## src/rtl/bist_addr_pkg.sv

```systemverilog
package bist_addr_pkg;

   typedef enum logic [1:0] {
      SEQ_ROW_FAST  = 2'd0,
      SEQ_COL_FAST  = 2'd1,
      SEQ_DIAGONAL  = 2'd2,
      SEQ_ROW_BANK_COL = 2'd3
   } seq_t;

   function automatic seq_t decode_seq(input logic [2:0] code);
      case (code)
         3'd1:    return SEQ_COL_FAST;
         3'd2:    return SEQ_DIAGONAL;
         3'd3:    return SEQ_ROW_BANK_COL;
         default: return SEQ_ROW_FAST;
      endcase
   endfunction

   function automatic logic bank_is_fixed(input seq_t s);
      return s != SEQ_ROW_BANK_COL;
   endfunction

endpackage

```

## src/rtl/bist_field_ctr.sv

```systemverilog
module bist_field_ctr #(
   parameter int W = 4
) (
   input  logic         clk,
   input  logic         rst_n,
   input  logic         load,
   input  logic [W-1:0] load_val,
   input  logic         step,
   input  logic         dn,
   input  logic [W-1:0] lo,
   input  logic [W-1:0] hi,
   output logic [W-1:0] val,
   output logic         at_term
);

   assign at_term = dn ? (val == lo) : (val == hi);

   always_ff @(posedge clk or negedge rst_n) begin
      if (!rst_n) begin
         val <= '0;
      end else if (load) begin
         val <= load_val;
      end else if (step) begin
         if (at_term)
            val <= dn ? hi : lo;
         else
            val <= dn ? (val - W'(1)) : (val + W'(1));
      end
   end

endmodule

```

## src/rtl/bist_phase_ctrl.sv

```systemverilog
module bist_phase_ctrl (
   input  logic clk,
   input  logic rst_n,
   input  logic start,
   input  logic adv,
   input  logic dai,
   input  logic last,
   output logic cnt_step,
   output logic phase,
   output logic valid,
   output logic done
);

   logic accept;
   logic leave;

   assign accept   = valid & adv & ~start;
   assign leave    = accept & (~dai | phase);
   assign cnt_step = leave & ~last;

   always_ff @(posedge clk or negedge rst_n) begin
      if (!rst_n) begin
         phase <= 1'b0;
         valid <= 1'b0;
         done  <= 1'b0;
      end else if (start) begin
         phase <= 1'b0;
         valid <= 1'b1;
         done  <= 1'b0;
      end else if (accept) begin
         if (dai && !phase) begin
            phase <= 1'b1;
         end else begin
            phase <= 1'b0;
            if (last) begin
               valid <= 1'b0;
               done  <= 1'b1;
            end
         end
      end
   end

endmodule

```

## src/rtl/bist_addr_gen.sv

```systemverilog
module bist_addr_gen
   import bist_addr_pkg::*;
#(
   parameter int XW = 4,
   parameter int YW = 4,
   parameter int ZW = 2
) (
   input  logic          clk,
   input  logic          rst_n,
   input  logic          start_i,
   input  logic          advance_i,
   input  logic [2:0]    order_i,
   input  logic          full_i,
   input  logic          down_i,
   input  logic          inv_en_i,
   input  logic [XW-1:0] start_row_i,
   input  logic [YW-1:0] start_col_i,
   input  logic [ZW-1:0] start_bank_i,
   input  logic [XW-1:0] end_row_i,
   input  logic [YW-1:0] end_col_i,
   input  logic [ZW-1:0] end_bank_i,
   output logic [XW-1:0] row_o,
   output logic [YW-1:0] col_o,
   output logic [ZW-1:0] bank_o,
   output logic          valid_o,
   output logic          inv_o,
   output logic          done_o
);

   if (XW < 1) begin : g_bad_xw
      $error("bist_addr_gen: XW must be at least 1");
   end
   if (YW < 1) begin : g_bad_yw
      $error("bist_addr_gen: YW must be at least 1");
   end
   if (ZW < 1) begin : g_bad_zw
      $error("bist_addr_gen: ZW must be at least 1");
   end

   localparam int AW = XW + YW + ZW;

   // Column inversion mask keeps bit 0 untouched.
   logic [YW-1:0] col_mask;
   if (YW > 1) begin : g_mask_wide
      assign col_mask = {{(YW-1){1'b1}}, 1'b0};
   end else begin : g_mask_one
      assign col_mask = '0;
   end

   // Bounds as they will apply to the run being started.
   seq_t          seq_n;
   logic [XW-1:0] lo_x_n, hi_x_n, ld_x;
   logic [YW-1:0] lo_y_n, hi_y_n, ld_y;
   logic [ZW-1:0] lo_z_n, hi_z_n, ld_z;

   always_comb begin
      seq_n  = decode_seq(order_i);
      lo_x_n = full_i ? '0 : start_row_i;
      hi_x_n = full_i ? '1 : end_row_i;
      lo_y_n = full_i ? '0 : start_col_i;
      hi_y_n = full_i ? '1 : end_col_i;
      lo_z_n = full_i ? '0 : start_bank_i;
      hi_z_n = full_i ? '1 : end_bank_i;
      ld_x   = down_i ? hi_x_n : lo_x_n;
      ld_y   = down_i ? hi_y_n : lo_y_n;
      ld_z   = (bank_is_fixed(seq_n) || !down_i) ? lo_z_n : hi_z_n;
   end

   // Run configuration, captured once per start.
   seq_t          seq_q;
   logic          dn_q, dai_q;
   logic [XW-1:0] lo_x_q, hi_x_q;
   logic [YW-1:0] lo_y_q, hi_y_q;
   logic [ZW-1:0] lo_z_q, hi_z_q;

   always_ff @(posedge clk or negedge rst_n) begin
      if (!rst_n) begin
         seq_q  <= SEQ_ROW_FAST;
         dn_q   <= 1'b0;
         dai_q  <= 1'b0;
         lo_x_q <= '0;
         hi_x_q <= '0;
         lo_y_q <= '0;
         hi_y_q <= '0;
         lo_z_q <= '0;
         hi_z_q <= '0;
      end else if (start_i) begin
         seq_q  <= seq_n;
         dn_q   <= down_i;
         dai_q  <= inv_en_i;
         lo_x_q <= lo_x_n;
         hi_x_q <= hi_x_n;
         lo_y_q <= lo_y_n;
         hi_y_q <= hi_y_n;
         lo_z_q <= lo_z_n;
         hi_z_q <= hi_z_n;
      end
   end

   // Carry chain per nesting order.
   logic          step, phase, last;
   logic          en_x, en_y, en_z;
   logic          t_x, t_y, t_z;
   logic [XW-1:0] cnt_x;
   logic [YW-1:0] cnt_y;
   logic [ZW-1:0] cnt_z;

   always_comb begin
      en_x = 1'b0;
      en_y = 1'b0;
      en_z = 1'b0;
      last = 1'b0;
      case (seq_q)
         SEQ_ROW_FAST: begin
            en_x = step;
            en_y = step & t_x;
            last = t_x & t_y;
         end
         SEQ_COL_FAST: begin
            en_y = step;
            en_x = step & t_y;
            last = t_x & t_y;
         end
         SEQ_DIAGONAL: begin
            en_x = step;
            en_y = step;
            last = t_x;
         end
         default: begin
            en_y = step;
            en_z = step & t_y;
            en_x = step & t_y & t_z;
            last = t_x & t_y & t_z;
         end
      endcase
   end

   bist_field_ctr #(.W(XW)) u_row (
      .clk(clk), .rst_n(rst_n), .load(start_i), .load_val(ld_x),
      .step(en_x), .dn(dn_q), .lo(lo_x_q), .hi(hi_x_q),
      .val(cnt_x), .at_term(t_x)
   );

   bist_field_ctr #(.W(YW)) u_col (
      .clk(clk), .rst_n(rst_n), .load(start_i), .load_val(ld_y),
      .step(en_y), .dn(dn_q), .lo(lo_y_q), .hi(hi_y_q),
      .val(cnt_y), .at_term(t_y)
   );

   bist_field_ctr #(.W(ZW)) u_bank (
      .clk(clk), .rst_n(rst_n), .load(start_i), .load_val(ld_z),
      .step(en_z), .dn(dn_q), .lo(lo_z_q), .hi(hi_z_q),
      .val(cnt_z), .at_term(t_z)
   );

   bist_phase_ctrl u_ctrl (
      .clk(clk), .rst_n(rst_n), .start(start_i), .adv(advance_i),
      .dai(dai_q), .last(last), .cnt_step(step), .phase(phase),
      .valid(valid_o), .done(done_o)
   );

   // Presented address: counter value, complemented in the odd phase.
   logic [AW-1:0] addr_flat;
   assign addr_flat = {cnt_x ^ {XW{phase}},
                       cnt_y ^ (phase ? col_mask : '0),
                       cnt_z ^ {ZW{phase}}};
   assign row_o  = addr_flat[AW-1 -: XW];
   assign col_o  = addr_flat[ZW +: YW];
   assign bank_o = addr_flat[ZW-1:0];
   assign inv_o  = phase;

endmodule

```

## config.mk

```make
export PLATFORM = sky130hd
export DESIGN_NAME = bist_addr_gen
export DESIGN_NICKNAME = d
export VERILOG_FILES = /design/src/rtl/bist_addr_pkg.sv /design/src/rtl/bist_field_ctr.sv /design/src/rtl/bist_phase_ctrl.sv /design/src/rtl/bist_addr_gen.sv
export SDC_FILE = /design/constraint.sdc
export NUM_CORES = 1
export LEC_CHECK = 0
export ABC_AREA = 1
export BUFFER_PORTS_ARGS = -buffer_cell sky130_fd_sc_hd__buf_4
export CAP_MARGIN = 20
export CORE_UTILIZATION = 60
export CTS_CLUSTER_SIZE = 24
export DETAILED_ROUTE_END_ITERATION = 8
export PLACE_DENSITY_LB_ADDON = 0.08
export SETUP_SLACK_MARGIN = 0.05
export SLEW_MARGIN = 30
export SYNTH_ARGS = -nofsm -noshare
export SYNTH_HDL_FRONTEND = slang
export SYNTH_SLANG_ARGS = --single-unit
```

## constraint.sdc

```tcl
create_clock -name clk -period 4.1 [get_ports clk]
set_clock_uncertainty 0.15 [all_clocks]
set_input_delay 0.615 -clock clk [delete_from_list [all_inputs] [get_ports clk]]
set_output_delay 0.615 -clock clk [all_outputs]
set_load 0.02 [all_outputs]
```

==> flow_metrics.tcl, run 1 <==
set metrics [dict create \
    outcome "finished, final reports clean" \
    clkSinkCount 37 \
    gr-usage-met2 0.488 \
    grt.met3_usage 0.0517 \
    antenna_left 0 \
    ctsResizeCount 0 \
    worst_pin_slew_ns 0.754 \
    via_per_inst 5.62 \
    cpMostUsedCell "nand2_2" \
    die_area_um2 4630 \
    remaining_drc_errors 0 \
    finalSetupViolCount 0 \
    row_count 23 \
    io_buffers 42 \
    met1_usage 0.414 \
    grt_pass1_vias 2259 \
    place_congestion 0.829 \
    cts_setup_buffers 0 \
    cp_num_buf_inv 1 \
    synth-edff-count 0 \
    clk_latency_ns 0.28 \
    async_reset_ff_frac 1.00 \
    arrival_ns 2.34 \
    grt_pass1_wl_um 10300 \
    crit_path_cell_trace "buf_4 -> nand2_1 -> nand3b_1 -> nand2_2 -> nor2_4 -> nand2_2 -> a21oi_2 -> nand2_2 -> a21boi_0 -> o21ai_0" \
    synth_cells 366 \
    post-route-min-period_ns 2.39 \
    whs_ns 0.127 \
    worst_setup_path_end_kind "register" \
    ys_ff_latch 37 \
    antenna_found_initial 0 \
    cts_root_buf "clkbuf_8" \
    syn_area_um2 2620 \
    routed_wl_um 6360 \
    die_y_um 68.0 \
    critPathKind "register to register" \
    post-route-util 0.733 \
    initial_core_util 0.640 \
    dp_hpwl_um 4620 \
    yosys_warnings 0 \
    h-tree-depth 2 \
    cp_data_required_time_ns 4.06 \
    vias 2535 \
    place_inst 443 \
    avgSynthCellArea_um2 7.14 \
    drv_slew 0 \
    n_antenna_cell 0 \
    die_w_um 68.0 \
    hold_class "input port to asynchronous set/reset pin" \
    multi_input_area_um2 1490 \
    cts-buffers-inserted 5 \
    drv_cap 0 \
    num_io_pins 43 \
    wire_per_inst_um 14.1 \
    dr.pass1.iters 6 \
    start_kind "register" \
    relSlewSlack 0.497 \
    synth_flop_cell "dfrtp_1" \
    fill_cells 350 \
    track_usage 0.301 \
    final_cells 451 \
    critPathSlowestCell "dfrtp_1" \
    rsz0062_at_grt "no" \
    cts_buffer_depth 2 \
    grt_max_degree 38 \
    grt-busiest-layer "met2" \
    regArea_um2 926 \
    path_delay_family "simple AND/OR/NAND/NOR gates" \
    syn_nets 402 \
    ys_types 33 \
    fin_crit_sh 0.582 \
    p_per_area_nw_per_um2 461 \
    cellLeakagePower_nw 1.57 \
    drt_iter0_markers 263 \
    final_nets 436 \
    coreArea_um2 4090 \
    hold_viol_final 0 \
    clk_pin_slew_ns 0.07 \
    crit_path_max_fanout 23 \
    max_freq_mhz 419 \
    grt-ovfl-total 0 \
    peakVddDrop_v 0.000298 \
    cts_tree "built" \
    area_delta_synth_final_pct 14.6 \
    drive_gt1_frac 0.187 \
    cts_hold_buf 0 \
    fin_setup_tns_ns 0 \
    critPathMaxStageDelay_ns 0.58 \
    yosysSeqAreaShare 0.354 \
]
## power by group
group / internal, mW / leakage, nW / switching, mW
clock: 0.121 / 0.0395 / 0.123
combinational: 0.271 / 1.07 / 0.358
sequential: 0.422 / 0.455 / 0.0873
total: 0.814 / 1.57 / 0.568
## placed cells by master, fill, tap and decap left out, types with 2 or more instances in the layout
cell,count
buf_4,44
inv_1,25
nand2_1,108
nor2_1,26
xnor2_1,7
nand4_1,2
nand2_4,5
nand2_2,12
clkbuf_8,5
o21ai_0,36
inv_2,3
ha_1,4
fa_1,2
o211ai_1,12
dfrtp_1,37
nand3_1,43
clkbuf_1,3
a21oi_1,5
xor2_1,10
## per-layer routing
layer | vias up | wire (um)
li1 | 1260 | -
met1 | 1162 | 2900
met2 | 107 | 2960
met3 | 6 | 428
met4 | 0 | 65
met5 | - | 0
## cell type report
cell class / count / share of cell area
Tap cell: 50 / 0.0209
Clock buffer: 8 / 0.0267
Sequential cell: 37 / 0.309
Timing Repair Buffer: 44 / 0.110
Inverter: 29 / 0.0372
Multi-Input combinational cell: 283 / 0.496
## worst register-to-register path, delay by kind of cell (launching register included)
| kind | cells | cell delay (ns) |
|---|---|---|
| buffers and inverters | 1 | 0.36 |
| AO/OA/AOI/OAI | 3 | 0.53 |
| flip-flops | 1 | 0.58 |
| AND/OR/NAND/NOR | 6 | 0.60 |
## stage by stage
| step | cell area, um2 | total power, mW | setup slack, ns |
|---|---|---|---|
| 2_1_floorplan | 2620 | 0.954 | 1.94 |
| 3_3_place_gp | 2920 | 1.12 | 1.73 |
| 3_5_place_dp | 2920 | 1.14 | 1.64 |
| 4_1_cts | 3000 | 1.39 | 1.74 |
| 5_1_grt | 3000 | 1.49 | 1.49 |
| 6_report | 3000 | 1.38 | 1.71 |
## logic make-up after synthesis
family / share of synthesized area
XOR/XNOR: 0.0569
buffers and inverters: 0.0775
AO/OA/AOI/OAI: 0.131
adder cells (fa/ha/maj): 0.0345
AND/OR/NAND/NOR: 0.346
flip-flops: 0.354
## Yosys cell counts (4+ instances only)
cell type,instances,area share
nand2_1,108,0.16
nand3_1,43,0.082
dfrtp_1,37,0.35
o21ai_0,36,0.069
nor2_1,26,0.037
inv_1,25,0.036
nand2_2,12,0.029
o211ai_1,12,0.034
clkbuf_1,11,0.016
xor2_1,10,0.033
xnor2_1,7,0.023
a21oi_1,5,0.0096
nand2_4,5,0.022
ha_1,4,0.019
## registers in the layout, summed over array words and instances (netlist names)
name          cells
hi_z_q            2
u_col.val         4
lo_y_q            4
lo_z_q            2
hi_y_q            4
seq_q             2
lo_x_q            4
u_ctrl.valid      1
u_ctrl.done       1
dn_q              1
u_ctrl.phase      1
u_row.val         4
u_bank.val        2
hi_x_q            4
dai_q             1
## path summary, 6_finish.rpt
check,depth (start not counted),slack (ns),to,start
min reg2reg,2,0.36,lo_y_q[0],lo_y_q[0]
min in group clk,2,0.36,lo_y_q[0],lo_y_q[0]
max,10,1.71,u_ctrl.valid,dn_q
max reg2reg,10,1.71,u_ctrl.valid,dn_q
min,1,0.13,lo_y_q[1],rst_n
max in group asynchronous,1,3.33,lo_x_q[0],rst_n
No activity file was read; power rests on OpenSTA's default activity.
==> run 2, diff against run 1 <==
--- a/config.mk
+++ b/config.mk
@@ -8,7 +8,7 @@
 export ABC_AREA = 1
 export BUFFER_PORTS_ARGS = -buffer_cell sky130_fd_sc_hd__buf_4
 export CAP_MARGIN = 20
-export CORE_UTILIZATION = 60
+export CORE_UTILIZATION = 51
 export CTS_CLUSTER_SIZE = 24
 export DETAILED_ROUTE_END_ITERATION = 8
 export PLACE_DENSITY_LB_ADDON = 0.08
==> constraint.sdc (replaced) <==
create_clock -name clk -period 1.9 [get_ports clk]
set_clock_uncertainty 0.15 [all_clocks]
set_input_delay 0.285 -clock clk [delete_from_list [all_inputs] [get_ports clk]]
set_output_delay 0.285 -clock clk [all_outputs]
set_load 0.02 [all_outputs]
==> flow_metrics.tcl, run 2 (synthesized netlist as in run 1, its figures left out) <==
set metrics [dict create \
    outcome "finished, violations left" \
    violations "negative setup slack" \
    crit_path_max_fanout 6 \
    grt-ovfl-total 0 \
    finalSetupViolCount 12 \
    final_cell_mix "nand2_1 (103), buf_4 (67), nand3_1 (43)" \
    grt_pass1_wl_um 11400 \
    whs_ns 0.0478 \
    critPathCapture "u_row.val[2]" \
    layout_setup_ws_ns -0.166 \
    area_delta_synth_final_pct 29.1 \
    coreArea_um2 4820 \
    rsz0062_at_grt "yes" \
    die_area_um2 5420 \
    finalPower_mw 3.29 \
    vias 2614 \
    dp_hpwl_um 4960 \
    die_y_um 73.6 \
    die_w_um 73.6 \
    clkSinkCount 37 \
    cellLeakagePower_nw 1.77 \
    start_kind "register" \
    post-route-util 0.701 \
    n_antenna_cell 0 \
    path_delay_family "buffers and inverters" \
    cp_num_cells 9 \
    worst_pin_slew_ns 0.663 \
    cts-buffers-inserted 5 \
    worst_setup_path_end_kind "register" \
    track_usage 0.282 \
    io_buffers 42 \
    antenna_left 0 \
    cts_buffer_depth 2 \
    reg2reg_setup_slack_ns -0.17 \
    rr_endpoint "u_row.val[2]" \
    routed_wl_um 6980 \
    fin_crit_sh 1.09 \
    r2r-start "dn_q" \
    p_per_area_nw_per_um2 976 \
    place_congestion 0.841 \
    row_count 25 \
    crit_path_cell_trace "inv_4 -> buf_4 -> bufbuf_16 -> fa_2 -> xnor2_1 -> o211ai_1 -> o211ai_1 -> nand2_1 -> nand2_1" \
    cp_data_required_time_ns 1.94 \
    critPathMaxStageDelay_ns 0.45 \
    grt_max_degree 39 \
    antenna_found_initial 0 \
    peakVddDrop_v 0.000525 \
    drt_iter0_markers 176 \
    pre_cts_ws_ns -0.143 \
    via_per_inst 5.24 \
    arrival_ns 2.10 \
    drive_gt1_frac 0.273 \
    cts_root_buf "clkbuf_8" \
    critPathKind "register to register" \
    clk_pin_slew_ns 0.07 \
    rr_worst_depth 9 \
    h-tree-depth 2 \
    wire_per_inst_um 14.0 \
    cts_tree "built" \
    clk_latency_ns 0.29 \
    remaining_drc_errors 0 \
    initial_core_util 0.543 \
    relSlewSlack 0.556 \
    critPathSlowestCell "dfrtp_2" \
    place_inst 479 \
    max_freq_mhz 484 \
    grt_pass1_vias 2443 \
    cp_num_buf_inv 3 \
    post-route-min-period_ns 2.07 \
    dr.pass1.iters 5 \
    num_io_pins 43 \
    final_nets 467 \
    critPathLaunch "dn_q" \
    final_cells 499 \
    hold_class "input port to register" \
    hold_viol_final 0 \
    drv_slew 0 \
    mostFrequentLayoutCell "nand2_1" \
    fill_cells 436 \
    drv_cap 0 \
]
-- run 2: cell types whose count changed in the layout (fill, tap and decap cells not counted), sizes merged --
| cell | delta |
|---|---|
| buf | +29 |
| bufbuf | +1 |
| clkbuf | -1 |
| clkinv | +1 |
| dlygate4sd3 | +1 |
-- run 2: how the worst min path moves through the flow --
stage              from         to  slack, ns  depth (start not counted)
6_report       inv_en_i      dai_q       0.05                          3
5_1_grt        inv_en_i      dai_q       0.07                          3
4_1_cts        inv_en_i      dai_q       0.04                          3
3_5_place_dp      rst_n  lo_y_q[1]       0.13                          1
3_3_place_gp      rst_n  hi_y_q[1]       0.13                          1
2_1_floorplan     rst_n      dai_q      -0.16                          0
-- run 2: tightest hold or removal path, stage by stage --
cell and delay [ns]:
buf_4 0.07, nand2_1 0.04, o21ai_0 0.05
-- run 2: through the flow --
| step | setup TNS, ns | area [um2] |
|---|---|---|
| 3_5_place_dp | -1.19 | 3120 |
| 3_3_place_gp | -0.728 | 3120 |
| 6_report | -1.05 | 3380 |
| 2_1_floorplan | -0.263 | 2650 |
| 4_1_cts | -0.660 | 3340 |
| 5_1_grt | -2.78 | 3380 |
-- run 2: area by class of cell --
class | count | area (um2) | area share
tap | 67 | 83.8 | 0.0248
clock buffer | 7 | 96.3 | 0.0285
multi-input combinational | 283 | 1520 | 0.449
timing repair buffer | 75 | 633 | 0.187
sequential | 37 | 927 | 0.275
clock inverter | 1 | 5.00 | 0.00148
inverter | 29 | 114 | 0.0337
-- run 2: layer usage --
| metal | GRT usage | part of all wire | up-vias | wire length (um) |
|---|---|---|---|---|
| met1 | 0.380 | 0.48 | 1198 | 3350 |
| met3 | 0.0480 | 0.046 | 7 | 321 |
| met4 | 0.0662 | 0.0089 | 0 | 62 |
| met2 | 0.473 | 0.46 | 87 | 3240 |
| li1 | - | - | 1322 | - |
| met5 | 0 | 0 | - | 0 |
-- run 2: power breakdown --
| part | switching [mW] | leakage (nW) | internal, mW |
|---|---|---|---|
| registers | 0.157 | 0.454 | 0.912 |
| clock network | 0.283 | 0.0542 | 0.328 |
| logic | 0.870 | 1.26 | 0.746 |
-- run 2: repair_timing --
action / CTS / global route
hold buffers: 1 / 0
endpoints found under the setup margin: 12 / 12
gates resized for setup: 9 / 6
hold endpoints to repair: 37 / 0
buffers inserted: 6 / 3
cloned: 1 / 1
pin swaps: 3 / 2
==> run 3, diff against run 2 <==
--- a/config.mk
+++ b/config.mk
@@ -6,11 +6,11 @@
 export NUM_CORES = 1
 export LEC_CHECK = 0
 export ABC_AREA = 1
-export BUFFER_PORTS_ARGS = -buffer_cell sky130_fd_sc_hd__buf_4
 export CAP_MARGIN = 20
-export CORE_UTILIZATION = 51
+export CORE_UTILIZATION = 58
 export CTS_CLUSTER_SIZE = 24
 export DETAILED_ROUTE_END_ITERATION = 8
+export DONT_BUFFER_PORTS = 1
 export PLACE_DENSITY_LB_ADDON = 0.08
 export SETUP_SLACK_MARGIN = 0.05
 export SLEW_MARGIN = 30
==> flow_metrics.tcl, run 3 (synthesized netlist as in run 1, its figures left out) <==
set metrics [dict create \
    mostFrequentLayoutCell "nand2_1" \
    io_buffers 0 \
    post-route-min-period_ns 2.08 \
    grt_pass1_wl_um 12000 \
    rsz0062_at_grt "yes" \
    outcome "finished, violations left" \
    h-tree-depth 2 \
    grt_max_degree 38 \
    layout_setup_ws_ns -0.180 \
    grt_pass1_vias 2669 \
    drive_gt1_frac 0.182 \
    area_delta_synth_final_pct 22.4 \
    start_kind "register" \
    initial_core_util 0.601 \
    track_usage 0.315 \
    p_per_area_nw_per_um2 985 \
    final_cell_mix "nand2_1 (107), nand3_1 (42), o21ai_0 (36), dfrtp_1 (36), buf_4 (33)" \
    worst_pin_slew_ns 0.721 \
    arrival_ns 2.11 \
    antenna_found_initial 0 \
    crit_path_max_fanout 14 \
    fill_cells 354 \
    die_w_um 69.1 \
    reg2reg_setup_slack_ns -0.18 \
    via_per_inst 5.80 \
    fin_crit_sh 1.09 \
    dp_hpwl_um 4690 \
    pre_cts_ws_ns -0.181 \
    clkSinkCount 37 \
    final_cells 463 \
    wire_per_inst_um 15.7 \
    relSlewSlack 0.515 \
    die_area_um2 4780 \
    die_y_um 69.1 \
    dr.pass1.iters 5 \
    cpMostUsedCell "nand2_2" \
    cts_tree "built" \
    antenna_left 0 \
    n_antenna_cell 0 \
    remaining_drc_errors 0 \
    cts_root_buf "clkbuf_8" \
    place_congestion 0.835 \
    drv_slew 0 \
    clk_latency_ns 0.29 \
    critPathSlowestCell "dfrtp_2" \
    finalSetupViolCount 12 \
    drt_iter0_markers 228 \
    vias 2687 \
    cts-buffers-inserted 5 \
    cts_buffer_depth 2 \
    num_io_pins 43 \
    hold_class "input port to register" \
    crit_path_cell_trace "buf_12 -> nand2_1 -> nand2_2 -> nand2_2 -> nand2_2 -> nor2_4 -> nand2_4 -> a21oi_2 -> nand2_2 -> nand2_2 -> nand2_4 -> nand2_4 -> nand2_4 -> nand2_1 -> nand2_1" \
    hold_viol_final 0 \
    grt-ovfl-total 0 \
    critPathMaxStageDelay_ns 0.47 \
    worst_setup_path_end_kind "register" \
    cellLeakagePower_nw 1.61 \
    finalPower_mw 3.15 \
    final_nets 446 \
    critPathLaunch "dn_q" \
    coreArea_um2 4350 \
    row_count 24 \
    hold_start "end_col_i[2]" \
    drv_cap 0 \
    r2r-start "dn_q" \
    place_inst 433 \
    violations "negative setup slack" \
    routed_wl_um 7270 \
    path_delay_family "simple AND/OR/NAND/NOR gates" \
    critPathKind "register to register" \
    peakVddDrop_v 0.000676 \
    clk_pin_slew_ns 0.07 \
    cp_num_buf_inv 1 \
    cp_data_required_time_ns 1.93 \
    max_freq_mhz 481 \
]
==> run 3: cell types whose count changed in the layout (fill, tap and decap cells not counted), moves of 2 or more <==
cell | previous run | this run
dlygate4sd3_1 | 1 | 18
nand2_2 | 15 | 12
o21ai_1 | 2 | 0
buf_6 | 2 | 0
buf_4 | 67 | 33
clkbuf_1 | 0 | 3
o21ai_0 | 34 | 36
nand2_1 | 103 | 107
clkbuf_8 | 7 | 5
inv_4 | 2 | 0
==> run 3: worst register-to-register path: stages, from the launching register on <==
cell,delay [ns]
dfrtp_2,0.47
buf_12,0.17
nand2_1,0.10
nand2_2,0.06
nand2_2,0.05
nand2_2,0.06
nor2_4,0.13
nand2_4,0.08
a21oi_2,0.13
nand2_2,0.12
nand2_2,0.10
nand2_4,0.07
nand2_4,0.09
nand2_4,0.07
nand2_1,0.07
nand2_1,0.05
==> run 3: worst paths after layout <==
check                                to  depth (start not counted)
setup / recovery           u_row.val[1]                         15
hold / removal                hi_y_q[2]                          2
setup reg to reg           u_row.val[1]                         15
hold reg to reg               hi_x_q[0]                          2
max in group asynchronous          dn_q                          2
min in group asynchronous     hi_y_q[0]                          2
==> run 3: cell type report <==
class	instances	area [um2]	area share
sequential	37	927	0.290
tap	52	65.1	0.0203
timing repair buffer	54	493	0.154
clock buffer	8	80.1	0.0250
inverter	29	116	0.0364
multi-input combinational	283	1520	0.475
==> run 3: timing repair <==
item | in CTS | in global routing
hold endpoints to repair | 55 | 1
gates resized for setup | 6 | 4
buffers inserted | 1 | 1
cloned | 0 | 1
pin swaps | 0 | 3
hold buffers | 18 | 1
setup endpoints to repair | 12 | 12
==> run 3: per-stage QoR <==
stage          hold slack, ns  utilization  area, um2  TNS (ns)
2_1_floorplan          -0.161            -       2650    -0.263
3_3_place_gp           -0.160        0.654       2850    -0.959
3_5_place_dp           -0.160        0.654       2850     -1.60
4_1_cts               0.00262        0.721       3140     -1.11
5_1_grt                0.0127        0.735       3200     -3.60
6_report              0.00314        0.735       3200     -1.73
==> run 3: power breakdown <==
group	leakage [nW]	switching, mW	internal [mW]
Sequential	0.454	0.141	0.912
Combinational	1.11	0.862	0.701
Clock	0.0395	0.275	0.261
==> run 3: layer usage <==
metal	track usage	part of all wire	vias up
met1	0.427	0.44	1256
met3	0.0482	0.082	15
met4	0.118	0.016	0
li1	-	-	1280
met2	0.510	0.46	136
met5	0	0	-
